===== config.mk =====
export PLATFORM = sky130hd
export DESIGN_NAME = adc_mux_sequencer
export DESIGN_NICKNAME = d
export VERILOG_FILES = /design/src/rtl/adcseq_pkg.sv /design/src/rtl/adcseq_ctrl.sv /design/src/rtl/adcseq_hold.sv /design/src/rtl/adcseq_route.sv /design/src/rtl/adc_mux_sequencer.sv
export SDC_FILE = /design/constraint.sdc
export NUM_CORES = 1
export LEC_CHECK = 0
export CAP_MARGIN = 40
export CORE_MARGIN = 2
export CORE_UTILIZATION = 53
export DETAILED_ROUTE_END_ITERATION = 16
export PLACE_DENSITY = 0.8
export SLEW_MARGIN = 5
export SYNTH_ARGS = -nofsm -noshare
export SYNTH_HDL_FRONTEND = slang
export SYNTH_SLANG_ARGS = --single-unit

===== constraint.sdc =====
create_clock -name clk -period 2.35 [get_ports clk]
set_input_delay 0.235 -clock clk [delete_from_list [all_inputs] [get_ports clk]]
set_output_delay 0.235 -clock clk [all_outputs]
set_load 0.05 [all_outputs]

===== src/rtl/adcseq_pkg.sv =====
package adcseq_pkg;
  localparam int SLOTS  = 4;
  localparam int SLOT_W = $clog2(SLOTS);
  localparam int SRC_W  = 3;
  localparam int HELD   = SLOTS / 2;

  typedef enum logic [SRC_W-1:0] {
    SRC_A0     = 3'd0,
    SRC_A1     = 3'd1,
    SRC_A2     = 3'd2,
    SRC_A3     = 3'd3,
    SRC_TEMP   = 3'd4,
    SRC_SUPPLY = 3'd5
  } src_e;

  typedef enum logic [2:0] {
    ST_IDLE,
    ST_CONV,
    ST_WAIT,
    ST_WR_MAIN,
    ST_WR_FILL
  } st_e;
endpackage


===== src/rtl/adcseq_ctrl.sv =====
module adcseq_ctrl
  import adcseq_pkg::*;
(
  input  logic              clk,
  input  logic              rst_n,
  input  logic              frame_start,
  input  logic              alt_req,
  input  logic              res_valid,
  input  logic              mem_ready,
  output st_e               state,
  output logic [SLOT_W-1:0] slot,
  output logic              alt_active,
  output logic              take,
  output logic              frame_done,
  output logic              overrun
);
  localparam logic [SLOT_W-1:0] LAST_SLOT = SLOT_W'(SLOTS - 1);

  logic alt_pending;
  logic slot_end;

  assign take = (state == ST_WAIT) && res_valid;

  // the current slot is finished when its final write is accepted
  always_comb begin
    slot_end = 1'b0;
    if (mem_ready) begin
      if (state == ST_WR_FILL) slot_end = 1'b1;
      else if (state == ST_WR_MAIN) slot_end = !(alt_active && !slot[0]);
    end
  end

  always_ff @(posedge clk or negedge rst_n) begin
    if (!rst_n) begin
      state       <= ST_IDLE;
      slot        <= '0;
      alt_active  <= 1'b0;
      alt_pending <= 1'b0;
      frame_done  <= 1'b0;
      overrun     <= 1'b0;
    end else begin
      frame_done <= 1'b0;
      if (state == ST_IDLE) begin
        if (frame_start) begin
          alt_active  <= alt_pending | alt_req;
          alt_pending <= 1'b0;
          slot        <= '0;
          state       <= ST_CONV;
        end else if (alt_req) begin
          alt_pending <= 1'b1;
        end
      end else begin
        if (alt_req)     alt_pending <= 1'b1;
        if (frame_start) overrun     <= 1'b1;
        unique case (state)
          ST_CONV: state <= ST_WAIT;
          ST_WAIT: if (take) state <= ST_WR_MAIN;
          ST_WR_MAIN: if (mem_ready && !slot_end) state <= ST_WR_FILL;
          default: ;
        endcase
        if (slot_end) begin
          if (slot == LAST_SLOT) begin
            state      <= ST_IDLE;
            frame_done <= 1'b1;
          end else begin
            slot  <= slot + 1'b1;
            state <= ST_CONV;
          end
        end
      end
    end
  end
endmodule


===== src/rtl/adcseq_hold.sv =====
module adcseq_hold
  import adcseq_pkg::*;
#(
  parameter int DATA_W = 22
) (
  input  logic              clk,
  input  logic              rst_n,
  input  logic              take,
  input  logic              alt_active,
  input  logic [SLOT_W-1:0] slot,
  input  logic [DATA_W-1:0] res_data,
  output logic [DATA_W-1:0] sample,
  output logic [DATA_W-1:0] fill_data
);
  logic [DATA_W-1:0] held [HELD];

  always_ff @(posedge clk or negedge rst_n) begin
    if (!rst_n) sample <= '0;
    else if (take) sample <= res_data;
  end

  // one backup register per even (voltage) slot, refreshed only by regular frames
  for (genvar g = 0; g < HELD; g++) begin : g_held
    localparam logic [SLOT_W-1:0] MY_SLOT = SLOT_W'(2 * g);
    always_ff @(posedge clk or negedge rst_n) begin
      if (!rst_n) held[g] <= '0;
      else if (take && !alt_active && slot == MY_SLOT) held[g] <= res_data;
    end
  end

  assign fill_data = held[slot[SLOT_W-1:1]];
endmodule


===== src/rtl/adcseq_route.sv =====
module adcseq_route
  import adcseq_pkg::*;
#(
  parameter int                DATA_W    = 22,
  parameter int                ADDR_W    = 6,
  parameter logic [ADDR_W-1:0] BASE_ADDR = '0
) (
  input  st_e               state,
  input  logic [SLOT_W-1:0] slot,
  input  logic              alt_active,
  input  logic [DATA_W-1:0] sample,
  input  logic [DATA_W-1:0] fill_data,
  output logic [SRC_W-1:0]  mux_sel,
  output logic [ADDR_W-1:0] mem_addr,
  output logic [DATA_W-1:0] mem_data
);
  src_e src;
  logic fill;

  always_comb begin
    src = src_e'(SRC_W'(slot));
    if (alt_active && !slot[0]) src = slot[1] ? SRC_SUPPLY : SRC_TEMP;
  end

  assign fill     = (state == ST_WR_FILL);
  assign mux_sel  = src;
  assign mem_addr = BASE_ADDR + (fill ? ADDR_W'(slot) : ADDR_W'(src));
  assign mem_data = fill ? fill_data : sample;
endmodule


===== src/rtl/adc_mux_sequencer.sv =====
module adc_mux_sequencer
  import adcseq_pkg::*;
#(
  parameter int                DATA_W    = 22,
  parameter int                ADDR_W    = 6,
  parameter logic [ADDR_W-1:0] BASE_ADDR = 6'h10
) (
  input  logic              clk,
  input  logic              rst_n,
  input  logic              frame_start,
  input  logic              alt_req,
  output logic [2:0]        mux_sel,
  output logic              conv_req,
  input  logic              res_valid,
  output logic              res_ready,
  input  logic [DATA_W-1:0] res_data,
  output logic              mem_valid,
  input  logic              mem_ready,
  output logic [ADDR_W-1:0] mem_addr,
  output logic [DATA_W-1:0] mem_data,
  output logic              frame_done,
  output logic              overrun
);
  st_e               state;
  logic [SLOT_W-1:0] slot;
  logic              alt_active;
  logic              take;
  logic [DATA_W-1:0] sample;
  logic [DATA_W-1:0] fill_data;

  adcseq_ctrl u_ctrl (
    .clk        (clk),
    .rst_n      (rst_n),
    .frame_start(frame_start),
    .alt_req    (alt_req),
    .res_valid  (res_valid),
    .mem_ready  (mem_ready),
    .state      (state),
    .slot       (slot),
    .alt_active (alt_active),
    .take       (take),
    .frame_done (frame_done),
    .overrun    (overrun)
  );

  adcseq_hold #(.DATA_W(DATA_W)) u_hold (
    .clk       (clk),
    .rst_n     (rst_n),
    .take      (take),
    .alt_active(alt_active),
    .slot      (slot),
    .res_data  (res_data),
    .sample    (sample),
    .fill_data (fill_data)
  );

  adcseq_route #(.DATA_W(DATA_W), .ADDR_W(ADDR_W), .BASE_ADDR(BASE_ADDR)) u_route (
    .state     (state),
    .slot      (slot),
    .alt_active(alt_active),
    .sample    (sample),
    .fill_data (fill_data),
    .mux_sel   (mux_sel),
    .mem_addr  (mem_addr),
    .mem_data  (mem_data)
  );

  assign conv_req  = (state == ST_CONV);
  assign res_ready = (state == ST_WAIT);
  assign mem_valid = (state == ST_WR_MAIN) || (state == ST_WR_FILL);
endmodule


==> results.md <==
* Post-layout min period at about 2.2 ns
* Vias per cell at 5.486
* Antenna violations before repair at 0
* Clk buf depth at 2
* Total number of vias at 2370
* Initial DRC count at 79
* Crit Path Max Fanout at 48
* DRC at 0
* Layout area overhead at 32.32%
* Post-Synthesis Cells at between 200 and 300
* Routed len/inst at 17.18 µm
* Compound-Gate Fraction of Synth Area at 5.342%
* DP Area at 4596 µm²
* Cell Int Power at about 4700 µW
* Sw Pwr at between 2000 and 3000 µW
* Ports at 64
* Num CTS Buffers at 9
* Worst Setup Slack post-DPL at ~0.41 ns
* Startpoint Class: register
* Synthesized area at 3677 µm²
* Total Neg Setup Slack at 0 ns
* Diodes inserted at 0
* Max Cap Violations at 0
* Clk Tree Root Cell: clkbuf_8
* Sequential share of the synthesized area at between 50 and 60%
* Die area at about 7600 µm²
* Post-route design area at 4866 µm²
* # rows at 30
* Detailed-route wire length at 7420 µm
* Synth Area in Simple Gates at 7.452%
* Number of synthesized register bits at 75
* Worst setup EP type: output pin
* PortBufs at 60
* Placer Congestion at 0.7548
* Grt ovf at 0
* Antenna Violating Nets Remaining at 0
* Initial Util at between 50% and 60%
* Reg clk slew, reported paths at 0.08 ns
* Post-synthesis adder-cell area fraction at 1.021%
* Sinks on Clock Net at 75
* CORE AREA at 6756 µm²
* Final hold vios at 0
* Vert. Die Dim at 87.30 µm
* Final setup margin at 0.1132 ns
* Total track usage at between 20% and 30%
* Setup violators final at 0
* Max-slew violation count at 0
* First-pass DRT Iterations at 5
* Main combinational cell family by area after synthesis: multiplexers
* Clock network fraction of design power at 16.6%
* CP Class: reg2out
* Share of layout cells above drive strength 1 at 35.51%
* Sw Share at 37.97%
* Req. time, crit path at 2.12 ns
* Part of the power in registers at 29.3%
* Leakage at roughly 0.0024 µW
* Count of cell types in the netlist at 32
* Period utilization at approximately 95%
* Combinational power share at between 50 and 60%
* Largest net degree at the start of global routing at ~50
* Upper clock frequency limit at around 450 MHz
* Clock insertion delay at the later pin of the skew report at 0.33 ns
* Final Net Count at between 300 and 400
* First-pass GRT wire length at about 12000 µm
* Outcome: complete, no violations
* Mean Syn Cell Area at ~13 µm²
* Vias in the first global route at about 2.4k
* Pwr Density at between 1500 and 2000 nW/µm²
* Post-synthesis mux area share at a little under a third
* DP HPWL at around 4800 µm
* Clk_skew at 0.01095 ns
* H-tree Lvls at 3
* Critical Path AT at around 2 ns
* Unrepaired setup endpoints after global routing: false
* XOR/XNOR Fraction of Synth Area at 0%
* TritonCTS clock tree: done
* Die X at between 80 and 90 µm
* Class of the worst hold path: in2async
* Yosys warnings at 0
* Peak VDD IR at approximately 1100 µV
-- layout make-up --
cell class	instances	area (µm²)
Clock buffer	12	165.2
Clock inverter	4	95.09
Fill cell	442	1891
Inverter	6	22.52
Multi-Input combinational cell	186	1658
Sequential cell	75	1877
Tap cell	80	100.1
Timing Repair Buffer	69	948.4
-- critical path, stage by stage (launching register included) --
cell	delay [ns]
dfrtp_1	0.39
or3b_1	0.36
buf_4	0.28
and2_1	0.29
nand2_1	0.09
nand2_1	0.08
buf_12	0.16
-- cell usage after synthesis --
| library cell | instances | share of area, % |
|---|---|---|
| mux2_2 | 26 | 8.0 |
| dfrtp_1 | 75 | 51 |
| o21ai_0 | 27 | 3.7 |
| mux2_4 | 40 | 16 |
| o21bai_1 | 1 | 0.20 |
| buf_4 | 3 | 0.61 |
| ha_1 | 3 | 1.0 |
| buf_1 | 1 | 0.10 |
| conb_1 | 2 | 0.20 |
| and4bb_4 | 1 | 0.44 |
| buf_6 | 5 | 1.5 |
| clkbuf_1 | 7 | 0.71 |
| buf_2 | 4 | 0.54 |
| inv_1 | 6 | 0.61 |
| mux2i_1 | 24 | 6.5 |
| and3_1 | 1 | 0.17 |
| and2_1 | 1 | 0.17 |
| nand2_4 | 2 | 0.61 |
| a211o_1 | 1 | 0.24 |
| o32ai_1 | 1 | 0.24 |
| and2b_4 | 1 | 0.27 |
| nor2b_1 | 1 | 0.17 |
| a31oi_1 | 1 | 0.17 |
| nand3b_1 | 1 | 0.20 |
| a21o_1 | 2 | 0.41 |
| nand2b_1 | 3 | 0.51 |
| nor2_1 | 6 | 0.61 |
| or3b_1 | 1 | 0.24 |
| a21oi_1 | 3 | 0.41 |
| nor3_1 | 2 | 0.27 |
| nor3b_1 | 3 | 0.61 |
| nand2_1 | 31 | 3.2 |
-- routing by layer --
metal	GRT usage (%)	vias to the layer above	part of all wire [%]
li1	-	1102	-
met1	30.32	1215	46
met2	32.30	46	49
met3	3.886	7	4.0
met4	7.413	0	1.1
met5	0	-	0
-- cell families after synthesis --
| logic type | count (synthesis) |
|---|---|
| AO/OA/AOI/OAI | 36 |
| adder cells (fa/ha/maj) | 3 |
| buffers and inverters | 26 |
| flip-flops | 75 |
| multiplexers | 90 |
| other | 2 |
| AND/OR/NAND/NOR | 54 |
-- state kept, by name, summed over array words and instances, names as in the netlist --
name                flops
u_ctrl.slot             2
u_ctrl.frame_done       1
u_ctrl.alt_active       1
u_hold.sample          22
u_ctrl.overrun          1
u_ctrl.alt_pending      1
u_hold.held            44
u_ctrl.state            3
-- final timing paths --
| check | startpoint | end | slack, ns | cells past startpoint |
|---|---|---|---|---|
| setup / recovery | u_ctrl.state[0] | mem_addr[0] | 0.11 | 6 |
| hold / removal | rst_n | u_hold.sample[4] | 0.37 | 2 |
| setup reg to reg | u_ctrl.state[2] | u_hold.held[28] | 0.49 | 5 |
| hold reg to reg | u_ctrl.overrun | u_ctrl.overrun | 0.50 | 1 |
| max in group asynchronous | rst_n | u_hold.sample[0] | 1.40 | 3 |
| min in group clk | u_ctrl.overrun | u_ctrl.overrun | 0.50 | 1 |
-- power by group through the flow --
| stage | logic (µW) | clock network (µW) | registers [µW] |
|---|---|---|---|
| 2_1_floorplan | 2460 | 0 | 2120 |
| 3_3_place_gp | 4020 | 0 | 2180 |
| 3_5_place_dp | 4100 | 0 | 2220 |
| 4_1_cts | 4130 | 1280 | 2210 |
| 5_1_grt | 4310 | 1340 | 2290 |
| 6_report | 4100 | 1250 | 2220 |
-- layout by cell type, fill, tap and decap left out --
cell type	synthesis	routed
o21ai_0	27	13
dfrtp_1	75	75
mux2_4	40	40
o21ai_1	0	14
dlygate4sd3_1	0	1
and2b_4	1	1
nor3b_1	3	3
nor3_1	2	2
nand2_4	2	2
and2_1	1	1
nand2_1	31	31
and3_1	1	1
buf_12	0	28
o32ai_1	1	1
inv_1	6	6
a21o_1	2	2
or3b_1	1	1
nand3b_1	1	1
conb_1	2	3
and4bb_4	1	1
bufinv_16	0	3
nand2b_1	3	3
nor2_2	0	1
nor2b_2	0	1
buf_4	3	9
mux2i_1	24	24
a21oi_1	3	3
nor2_1	6	5
clkbuf_8	0	12
clkinv_2	0	1
a31oi_1	1	1
mux2_2	26	26
a211o_1	1	1
clkdlybuf4s50_1	0	31
ha_1	3	3
o21bai_1	1	1
-- stage by stage --
stage / cells / utilization, % / hold slack [ns] / total power (µW)
floorplan: 287 / - / -0.06059 / 4579
global placement: 414 / 67.72 / 0.4213 / 6199
detailed placement: 415 / 68.02 / 0.1995 / 6319
CTS: 432 / 72.02 / 0.3727 / 7611
global route: 432 / 72.02 / 0.4217 / 7937
finish: 432 / 72.02 / 0.3745 / 7566
-- what timing repair did --
action | 4_1_cts | 5_1_grt
gates resized for setup | 1 | 3
endpoints found under the setup margin | 1 | 3
hold buffers | 1 | 0
hold endpoints to repair | 31 | 0
pin swaps | 0 | 0
setup buffers | 0 | 0
Power figures use the tool's default switching activity.
